### config.mk
export PLATFORM = sky130hd
export DESIGN_NAME = page_close_ctrl
export DESIGN_NICKNAME = d
export VERILOG_FILES = /design/src/rtl/pcc_pkg.sv /design/src/rtl/pcc_bank.sv /design/src/rtl/pcc_policy.sv /design/src/rtl/page_close_ctrl.sv
export SDC_FILE = /design/constraint.sdc
export NUM_CORES = 1
export LEC_CHECK = 0
export BUFFER_PORTS_ARGS = -buffer_cell sky130_fd_sc_hd__buf_2
export CAP_MARGIN = 25
export CELL_PAD_IN_SITES_DETAIL_PLACEMENT = 0
export CELL_PAD_IN_SITES_GLOBAL_PLACEMENT = 1
export CORE_ASPECT_RATIO = 1.25
export CORE_MARGIN = 2
export CORE_UTILIZATION = 25
export CTS_CLUSTER_SIZE = 14
export DETAILED_ROUTE_END_ITERATION = 7
export MAX_ROUTING_LAYER = met4
export PLACE_DENSITY_LB_ADDON = 0.1
export SLEW_MARGIN = 20
export SYNTH_ARGS = -nofsm -noshare
export SYNTH_HDL_FRONTEND = slang
export SYNTH_HIERARCHICAL = 1
export SYNTH_SLANG_ARGS = --single-unit
### constraint.sdc
create_clock -name clk -period 3.1 [get_ports clk]
set_input_delay 0.155 -clock clk [delete_from_list [all_inputs] [get_ports clk]]
set_output_delay 0.155 -clock clk [all_outputs]
set_load 0.1 [all_outputs]
### src/rtl/pcc_pkg.sv
package pcc_pkg;
   typedef enum logic {
      POL_KEEP  = 1'b0,
      POL_CLOSE = 1'b1
   } pcc_policy_e;

   typedef struct packed {
      logic open;
      logic kept;
   } pcc_flags_t;
endpackage

### src/rtl/pcc_bank.sv
module pcc_bank #(
   parameter int ROW_W  = 14,
   parameter int LIFE_W = 8
) (
   input  logic                clk,
   input  logic                rst_n,
   input  logic                en,
   input  logic                sel,
   input  logic [ROW_W-1:0]    row_in,
   input  logic                pend_same,
   input  pcc_pkg::pcc_policy_e pol,
   input  logic [LIFE_W-1:0]   life_max,
   output logic                close_pulse,
   output logic                bad_keep_evt
);
   import pcc_pkg::*;

   pcc_flags_t        flags;
   logic [ROW_W-1:0]  row_q;
   logic [LIFE_W-1:0] life_q;
   logic              row_hit;
   logic              do_close;
   logic              expire;

   always_comb begin
      row_hit      = flags.open && (row_q == row_in);
      bad_keep_evt = en && sel && flags.open && flags.kept && !row_hit;
      do_close     = en && sel && (pol == POL_CLOSE) && !pend_same;
      expire       = en && !sel && flags.open && flags.kept && (life_q == '0);
   end

   always_ff @(posedge clk) begin
      if (!rst_n) begin
         flags       <= '0;
         row_q       <= '0;
         life_q      <= '0;
         close_pulse <= 1'b0;
      end else begin
         close_pulse <= do_close || expire;
         if (!en) begin
            flags.kept <= 1'b0;
            if (sel) begin
               flags.open <= 1'b1;
               row_q      <= row_in;
            end
         end else if (sel) begin
            row_q <= row_in;
            if (do_close) begin
               flags.open <= 1'b0;
               flags.kept <= 1'b0;
            end else begin
               flags.open <= 1'b1;
               flags.kept <= 1'b1;
               life_q     <= life_max;
            end
         end else if (expire) begin
            flags.open <= 1'b0;
            flags.kept <= 1'b0;
         end else if (flags.kept && (life_q != '0)) begin
            life_q <= life_q - 1'b1;
         end
      end
   end
endmodule

### src/rtl/pcc_policy.sv
module pcc_policy #(
   parameter int CNT_W = 8,
   parameter int INT_W = 16
) (
   input  logic                 clk,
   input  logic                 rst_n,
   input  logic                 en,
   input  logic                 bad_evt,
   input  logic [CNT_W-1:0]     thr_hi,
   input  logic [CNT_W-1:0]     thr_lo,
   input  logic [INT_W-1:0]     eval_len,
   output pcc_pkg::pcc_policy_e pol,
   output logic                 eval_now
);
   import pcc_pkg::*;

   localparam logic [CNT_W-1:0] CNT_MAX = '1;

   logic [INT_W-1:0] tick_q;
   logic [CNT_W-1:0] bad_q;

   assign eval_now = en && (({1'b0, tick_q} + 1'b1) >= {1'b0, eval_len});

   always_ff @(posedge clk) begin
      if (!rst_n) begin
         tick_q <= '0;
         bad_q  <= '0;
         pol    <= POL_KEEP;
      end else if (!en) begin
         tick_q <= '0;
         bad_q  <= '0;
         pol    <= POL_KEEP;
      end else if (eval_now) begin
         tick_q <= '0;
         bad_q  <= '0;
         if ((pol == POL_KEEP) && (bad_q > thr_hi))
            pol <= POL_CLOSE;
         else if ((pol == POL_CLOSE) && (bad_q < thr_lo))
            pol <= POL_KEEP;
      end else begin
         tick_q <= tick_q + 1'b1;
         if (bad_evt && (bad_q != CNT_MAX))
            bad_q <= bad_q + 1'b1;
      end
   end
endmodule

### src/rtl/page_close_ctrl.sv
module page_close_ctrl #(
   parameter int NUM_BANKS = 8,
   parameter int ROW_W     = 14,
   parameter int CNT_W     = 8,
   parameter int INT_W     = 16,
   parameter int LIFE_W    = 8,
   localparam int BANK_W   = (NUM_BANKS > 1) ? $clog2(NUM_BANKS) : 1
) (
   input  logic                 clk,
   input  logic                 rst_n,
   input  logic                 enable,
   input  logic                 acc_valid,
   input  logic [BANK_W-1:0]    acc_bank,
   input  logic [ROW_W-1:0]     acc_row,
   input  logic                 acc_pend_same,
   input  logic [CNT_W-1:0]     thr_hi,
   input  logic [CNT_W-1:0]     thr_lo,
   input  logic [INT_W-1:0]     eval_len,
   input  logic [LIFE_W-1:0]    life_max,
   output logic [NUM_BANKS-1:0] close_req
);
   import pcc_pkg::*;

   if (NUM_BANKS < 2 || (1 << BANK_W) != NUM_BANKS) begin : g_bad_banks
      $error("NUM_BANKS must be a power of two of at least 2");
   end
   if (ROW_W < 1 || CNT_W < 2 || INT_W < 2 || LIFE_W < 1) begin : g_bad_widths
      $error("field widths out of range");
   end

   pcc_policy_e         pol;
   logic                eval_now;
   logic [NUM_BANKS-1:0] bad_vec;
   logic                bad_any;

   for (genvar b = 0; b < NUM_BANKS; b++) begin : g_bank
      logic sel_b;
      assign sel_b = acc_valid && (acc_bank == BANK_W'(b));
      pcc_bank #(
         .ROW_W  (ROW_W),
         .LIFE_W (LIFE_W)
      ) u_bank (
         .clk          (clk),
         .rst_n        (rst_n),
         .en           (enable),
         .sel          (sel_b),
         .row_in       (acc_row),
         .pend_same    (acc_pend_same),
         .pol          (pol),
         .life_max     (life_max),
         .close_pulse  (close_req[b]),
         .bad_keep_evt (bad_vec[b])
      );
   end

   assign bad_any = |bad_vec;

   pcc_policy #(
      .CNT_W (CNT_W),
      .INT_W (INT_W)
   ) u_policy (
      .clk      (clk),
      .rst_n    (rst_n),
      .en       (enable),
      .bad_evt  (bad_any),
      .thr_hi   (thr_hi),
      .thr_lo   (thr_lo),
      .eval_len (eval_len),
      .pol      (pol),
      .eval_now (eval_now)
   );
endmodule

=== Word level (Yosys, flattened, before mapping) ===
Cells that the tools add are included.

* Word-level logic and storage cells: 361
* Output and inout bits: 8
* Input port bits: 62
* Flip-flop bits (word level): 225

* Bitwise gates (word level): 3
* Reduce and logical (&&, ||, !) cells: 195
* Mux-type cells: 74
* Equality and inequality tests: 32
* Order comparisons: 3
* Add/subtract/negate cells: 11

{| class="wikitable"
|+ Operator list
! cell !! number
|-
| two-way mux 8 bit || 32
|-
| == test 14 bit || 8
|-
| logical AND 1 bit || 108
|-
| logical NOT 8 bit || 8
|-
| two-way mux 2 bit || 32
|-
| nonzero test 8 bit || 8
|-
| subtractor 8 x 1 -> 8 bit (second input constant) || 8
|-
| nonzero test 2 bit || 25
|-
| AND reduction 4 bit || 8
|-
| AND reduction 2 bit || 10
|-
| adder 16 x 1 -> 17 bit (second input constant) || 1
|-
| greater-or-equal comparator 17 x 16 -> 1 bit || 1
|-
| logical NOT 1 bit || 17
|-
| adder 16 x 1 -> 16 bit (second input constant) || 1
|-
| inequality test 2 x 1 -> 1 bit (second input constant) || 8
|-
| inequality test 2 bit (second input constant) || 8
|-
| == test 3 bit (second input constant) || 4
|-
| two-way mux 1 bit || 10
|-
| adder 8 x 1 -> 8 bit (second input constant) || 1
|-
| greater-than comparator 8 bit || 1
|-
| logical OR 1 bit || 8
|-
| less-than comparator 8 bit || 1
|-
| inequality test 8 bit (second input constant) || 1
|-
| OR reduction 8 bit || 1
|-
| other kinds (5) || 8
|}

=== Longest topological paths before layout ===
Gate-level depths: netlist of the first run.

* Word-level depth: 10
* Depth in mapped cells: 14
* Depth with buffers taken out: 12

=== By module ===
Netlist of the first run, hierarchy kept.

{| class="wikitable"
|+ By module, submodules not included
! module !! cells each !! instances !! area each (um^2) !! sequential area each (um^2)
|-
| pcc_bank || 144 || 8 || 1280.0 || 500.5
|-
| pcc_policy || 233 || 1 || 1945.6 || 500.5
|-
| page_close_ctrl || 16 || 1 || 90.1 || 0.0
|}

=== Worst setup path before layout of the first run ===
No wires, ideal clock.

* Path kind: reg-to-reg
* From: register u_policy.tick_q[2]
* To: register u_policy.pol
* Setup time: 0.075 ns
* Period minus slack after synthesis: 2.750 ns
* Required time: 3.025 ns
* Arrival: 2.675 ns
* Buffers on the path: 2
* Path slack: 0.350 ns
* Stages on the path, launching flop included: 14
* Path through: dfxtp_1 -> and4_4 -> and3_4 -> nand2_4 -> nor2_1 -> xor2_1 -> ha_1 -> a21o_1 -> a21oi_1 -> o311ai_2 -> or3_1 -> buf_6 -> buf_8 -> a22oi_4

* Cells in the longest elaborated chain, start to end: 4

{| class="wikitable"
|+ RTL lines
! element !! RTL line !! source
|-
| start, declared || pcc_policy.sv:19 || <nowiki>logic [INT_W-1:0] tick_q;</nowiki>
|-
| start signal, assigned || pcc_policy.sv:41 || <nowiki>tick_q <= tick_q + 1'b1;</nowiki>
|-
| adder 16 x 1 -> 17 bit || pcc_policy.sv:22 || <nowiki>assign eval_now = en && (({1'b0, tick_q} + 1'b1) >= {1'b0, eval_len});</nowiki>
|-
| greater-or-equal comparator 17 x 16 -> 1 bit || pcc_policy.sv:22 ||
|-
| logical AND 1 bit || pcc_policy.sv:22 ||
|-
| AND reduction 2 bit (no source line) || n/a ||
|-
| end signal, assigned || pcc_policy.sv:28 || <nowiki>pol <= POL_KEEP;</nowiki>
|-
| end signal, assigned || pcc_policy.sv:32 || <nowiki>pol <= POL_KEEP;</nowiki>
|-
| end signal, assigned || pcc_policy.sv:37 || <nowiki>pol <= POL_CLOSE;</nowiki>
|-
| end, declared || pcc_policy.sv:12 || <nowiki>output pcc_pkg::pcc_policy_e pol,</nowiki>
|}

No other way between the ends.
A chain may end at the register's enable or synchronous reset.

=== Final worst setup path of the first run ===
* From: register u_policy.tick_q[3]
* To: register u_policy.tick_q[3]

* Cells in the longest elaborated chain, start to end: 4
* Elaborated cells on any way between the ends: 5
* Those cells by class: add/sub: 2; order compare: 1; reduce/logical: 2

{| class="wikitable"
|+ RTL lines
! element !! RTL line
|-
| adder 16 x 1 -> 17 bit || pcc_policy.sv:22
|-
| greater-or-equal comparator 17 x 16 -> 1 bit || pcc_policy.sv:22
|-
| logical AND 1 bit || pcc_policy.sv:22
|-
| OR reduction 3 bit (no source line) || n/a
|}

Parallel ways exist; a longest one is shown, timed or not.

==> impl_metrics.env, run 1 <==
export IMPL_crit_fanout=14
export IMPL_htree_levels=1
export IMPL_p_sw_share_pct=25.0
export IMPL_ios=70
export IMPL_cts_sinks=225
export IMPL_drtIter0Drc=413
export IMPL_tns_ps=0
export IMPL_grt_pass1_wl_mm=57.6
export IMPL_routed_wl_mm=36.8
export IMPL_vias_per_cell=4.59
export IMPL_cts_buffer_depth=3
export IMPL_power_leakage_nw=5.58
export IMPL_syn_area_um2=12300
export IMPL_initial_core_util_pct=25.3
export IMPL_combPwrFrac_pct=8.4
export IMPL_rsz0062_at_grt="false"
export IMPL_required_ps=3600
export IMPL_cts_clk_slew_worst_paths_ps=60
export IMPL_mostFrequentLayoutCells="nor2_1 (233), dfxtp_1 (224), mux2i_1 (130)"
export IMPL_p_sw_mw=1.70
export IMPL_drtPass1Iterations=4
export IMPL_finalClockSkew_ps=21.9
export IMPL_startpoint_type="register"
export IMPL_criticalPathCategory="register to register"
export IMPL_slew_headroom_pct=36.5
export IMPL_tightest_slew_ps=951
export IMPL_finalNetCount=1599
export IMPL_gr_usage_all_layers_pct=14.8
export IMPL_p_seq_share_pct=43.5
export IMPL_crit_arrival_ps=3380
export IMPL_nFillCells=5253
export IMPL_cts_tree="yes"
export IMPL_rr_worst_depth=12
export IMPL_place_hpwl_mm=25.8
export IMPL_power_mw=6.82
export IMPL_die_area_um2=50900
export IMPL_hp_class="primary input to register"
export IMPL_ant_nets=0
export IMPL_hold_viol=0
export IMPL_fin_crit_ps=2880
export IMPL_r2r_start="u_policy/tick_q[3]"
export IMPL_place_ws_ps=143
export IMPL_final_common_cell="nor2_1"
export IMPL_clock_latency_ps=570
export IMPL_rows=90
export IMPL_area_growth_pct=17.7
export IMPL_numCtsBuffers=28
export IMPL_min_period_over_period_pct=92.8
export IMPL_setup_viol_count_final=0
export IMPL_antenna_found_initial=0
export IMPL_coreArea_um2=48400
export IMPL_peakVddDrop_mv=0.341
export IMPL_r2r_slack_ps=220
export IMPL_vias=9887
export IMPL_holdPathStages=3
export IMPL_fmax_ghz=0.347
export IMPL_yosys_warnings=6
export IMPL_p_clk_share_pct=48.1
export IMPL_die_height_um=252
export IMPL_hold_path_startpoint="acc_row[4]"
export IMPL_synth_area_per_cell_um2=8.76
export IMPL_powerDensity_nw_per_um2=472
export IMPL_globalRouteOverflowTotal=0
export IMPL_maxSlewViolCount=0
export IMPL_port_buffers=69
export IMPL_fp_dieW_um=202
export IMPL_cts_hold_buf=0
export IMPL_reg2reg_to="u_policy/tick_q[3]"
export IMPL_whs_ps=40.4
export IMPL_drv_cap=0
export IMPL_status="complete, no violations"
export IMPL_grt_pass1_vias=9872
export IMPL_grt_max_degree=33
export IMPL_intPower_mw=5.11
export IMPL_wl_per_cell_um=17.1
export IMPL_root_buffer="clkbuf_16"
export IMPL_worst_slack_ps=222
export IMPL_synth_nets=1511
export IMPL_drive_above_1_share_pct=16.9
export IMPL_drcViolationCount=0
export IMPL_n_antenna_cell=0
export IMPL_min_to="g_bank[7].u_bank/row_q[4]"
export IMPL_place_gp_congestion=0.765
export IMPL_syn_inst=1400
export IMPL_end_kind="register"
==> power groups by stage <==
stage,Sequential (mW),Combinational (mW),Clock (mW)
2_1_floorplan,3.02,0.308,0
3_3_place_gp,3.03,0.591,0
3_5_place_dp,3.03,0.591,0
4_1_cts,2.96,0.593,3.44
5_1_grt,2.97,0.641,3.54
6_report,2.96,0.573,3.28
==> through the flow <==
stage / util [%] / cells / instance area [um^2]
6_report: 29.8 / 2153 / 14400
2_1_floorplan: - / 1400 / 12300
5_1_grt: 29.8 / 2153 / 14400
3_3_place_gp: 27.9 / 2101 / 13500
4_1_cts: 29.8 / 2152 / 14400
3_5_place_dp: 27.9 / 2101 / 13500
==> worst max-delay path, stage by stage, from the launching register on <==
cell and delay, ps:
dfxtp_1 390, and4_4 260, and3_4 210, nand2_4 80, nor2_1 150, xor2_1 220, ha_1 280, a21o_1 180
a21oi_1 160, o311ai_2 130, or3_4 430, buf_4 210, nor2b_1 110
==> final cells by class <==
type	count	area, um^2	share of cell area (%)
multi-input cells	1050	7260	50.3
flip-flops and latches	225	4510	31.2
clock buffers	47	863	5.98
well taps	644	806	5.58
repair buffers	117	718	4.97
inverters	66	248	1.72
clock inverters	4	45.0	0.312
==> what timing repair did <==
item                                    in CTS  in global routing
endpoints found under the setup margin       0                 23
setup buffers                                0                  1
resized for setup                            0                  2
==> state kept, by name (all words and copies together), names as in the netlist <==
name	cells
g_bank.u_bank/row_q	112
g_bank.u_bank/life_q	64
g_bank.u_bank/flags	16
u_policy/tick_q	16
g_bank.u_bank/close_pulse	8
u_policy/bad_q	8
u_policy/pol	1
==> routing by layer <==
layer	track usage, %	part of all wire, %	up-vias
met5	-	0	-
met4	3.86	2.1	0
met3	1.61	2.9	46
met2	26.6	50	124
met1	17.6	45	4660
li1	-	-	5057
==> worst max-delay path by stage <==
stage                             from            endpoint  slack (ps)  cells past startpoint
finish              u_policy/tick_q[3]  u_policy/tick_q[3]         220                     12
global route        u_policy/tick_q[3]  u_policy/tick_q[3]          20                     12
global placement    u_policy/tick_q[2]  u_policy/tick_q[4]         180                     12
CTS                 u_policy/tick_q[2]  u_policy/tick_q[3]         120                     12
detailed placement  u_policy/tick_q[2]   u_policy/bad_q[1]         140                     12
floorplan           u_policy/tick_q[2]        u_policy/pol         370                     13
Power figures use the tool's default switching activity.
==> run 2: changes to the inputs <==
CORE_MARGIN = default   (was 2)
==> run 2 against run 1 <==
Critical path depth unchanged. Worst setup slack got worse by 2.1 ps. Non-clock buffer count decreased by 3. First-iteration DRC count increased by 5.3%. Utilization increased by 0.14 points. Worst hold slack got worse by 5.1 ps. Fmax about the same. Power increased by 3.3%.
==> impl_metrics.env, run 2 (synthesis gave the netlist of run 1 again) <==
export IMPL_min_period_over_period_pct=92.9
export IMPL_initial_core_util_pct=25.4
export IMPL_p_sw_share_pct=24.5
export IMPL_final_cells=2150
export IMPL_fin_crit_ps=2880
export IMPL_slew_headroom_pct=37.0
export IMPL_startpoint_type="register"
export IMPL_n_antenna_cell=0
export IMPL_routed_wl_mm=37.1
export IMPL_peakVddDrop_mv=0.328
export IMPL_power_leakage_nw=5.60
export IMPL_post_dp_cell_area_um2=13500
export IMPL_top_register="g_bank.u_bank/row_q"
export IMPL_r2r_slack_ps=220
export IMPL_cts_sinks=225
export IMPL_p_clk_share_pct=49.8
export IMPL_largestRegisters="g_bank.u_bank/row_q (112), g_bank.u_bank/life_q (64)"
export IMPL_status="complete, no violations"
export IMPL_ios=70
export IMPL_ant_nets=0
export IMPL_drv_cap=0
export IMPL_rows=90
export IMPL_gr_usage_all_layers_pct=15.2
export IMPL_p_sw_mw=1.73
export IMPL_fmax_ghz=0.347
export IMPL_drive_above_1_share_pct=17.0
export IMPL_place_gp_congestion=0.737
export IMPL_grt_pass1_vias=9853
export IMPL_placed_cells=2099
export IMPL_area_growth_pct=18.0
export IMPL_cts_buffer_depth=3
export IMPL_power_mw=7.04
export IMPL_final_common_cell="nor2_1"
export IMPL_numCtsBuffers=29
export IMPL_worst_slack_ps=220
export IMPL_end_kind="register"
export IMPL_port_buffers=69
export IMPL_fp_dieW_um=200
export IMPL_antenna_found_initial=0
export IMPL_drtIter0Drc=435
export IMPL_finalNetCount=1597
export IMPL_stdcell_area_um2=14500
export IMPL_largest_register_ffs=112
export IMPL_grt_max_degree=33
export IMPL_wl_per_cell_um=17.3
export IMPL_die_height_um=250
export IMPL_cts_tree="yes"
export IMPL_p_seq_share_pct=42.1
export IMPL_finalClockSkew_ps=8.15
export IMPL_maxSlewViolCount=0
export IMPL_combPwrFrac_pct=8.1
export IMPL_hold_viol=0
export IMPL_cts_setup_buffers=0
export IMPL_powerDensity_nw_per_um2=486
export IMPL_die_area_um2=50000
export IMPL_place_hpwl_mm=26.2
export IMPL_place_ws_ps=226
export IMPL_coreArea_um2=48300
export IMPL_setup_viol_count_final=0
export IMPL_htree_levels=1
export IMPL_globalRouteOverflowTotal=0
export IMPL_tightest_slew_ps=944
export IMPL_root_buffer="clkbuf_16"
export IMPL_drcViolationCount=0
export IMPL_crit_fanout=15
export IMPL_clock_latency_ps=550
export IMPL_cts_clk_slew_worst_paths_ps=60
export IMPL_crit_arrival_ps=3360
export IMPL_intPower_mw=5.31
export IMPL_vias=9867
export IMPL_hp_class="primary input to register"
export IMPL_criticalPathCategory="register to register"
export IMPL_grt_pass1_wl_mm=58.0
export IMPL_required_ps=3580
export IMPL_mostFrequentLayoutCells="nor2_1 (233), dfxtp_1 (225), mux2i_1 (130)"
export IMPL_vias_per_cell=4.59
export IMPL_drtPass1Iterations=5
## run 2: changes by cell type in the layout (fill, tap and decap cells not counted), moves of 2 or more
cell / delta
buf_4: -2
bufinv_16: +2
clkbuf_1: -5
clkbuf_8: +2
## run 2: final timing paths
path	start	end	cells past startpoint
setup / recovery	u_policy/tick_q[2]	u_policy/pol	12
hold / removal	acc_row[2]	g_bank[2].u_bank/row_q[2]	3
setup reg to reg	u_policy/tick_q[2]	u_policy/pol	12
hold reg to reg	g_bank[3].u_bank/flags[1]	g_bank[3].u_bank/flags[1]	2
## run 2: timing repair
action,in CTS,in global routing
hold buffers,0,0
setup endpoints to repair,0,13
endpoints found under the hold margin,0,0
resized for setup,0,1
## run 2: final cells by class
cell class	count	area, um^2
clock inverter	7	110
tap	644	806
sequential	225	4500
inverter	66	248
timing repair buffer	114	683
multi-input combinational	1050	7260
fill	5164	33800
clock buffer	44	872
## run 2: critical path, cell delays in order (launching register included)
cell	delay [ps]
dfxtp_1	400
and4_4	260
and3_4	220
nand2_4	80
nor2_1	140
xor2_1	200
ha_1	270
a21o_1	180
a21oi_1	180
o311ai_2	130
or3_1	400
buf_4	210
a22oi_4	140
## run 2: per-layer routing
layer,GRT usage [%],vias to the layer above,part of all wire (%)
met5,-,-,0
met4,3.80,0,2.1
met3,1.82,47,2.7
met2,26.9,127,50
met1,18.1,4643,45
li1,-,5050,-
## run 2: power groups by stage
stage / combinational [mW] / sequential [mW] / clock (mW)
after global routing: 0.637 / 2.97 / 3.76
after detailed placement: 0.587 / 3.03 / 0
after CTS: 0.590 / 2.96 / 3.65
after floorplan: 0.308 / 3.02 / 0
after global placement: 0.588 / 3.03 / 0
final: 0.572 / 2.96 / 3.50
## run 2: per-stage QoR
step	setup TNS, ps	util (%)	hold WS, ps
final	0	30.0	35.3
after CTS	0	30.0	8.27
after floorplan	0	-	301
after global routing	-0.550	30.0	27.8
after global placement	0	27.9	470
after detailed placement	0	27.9	472
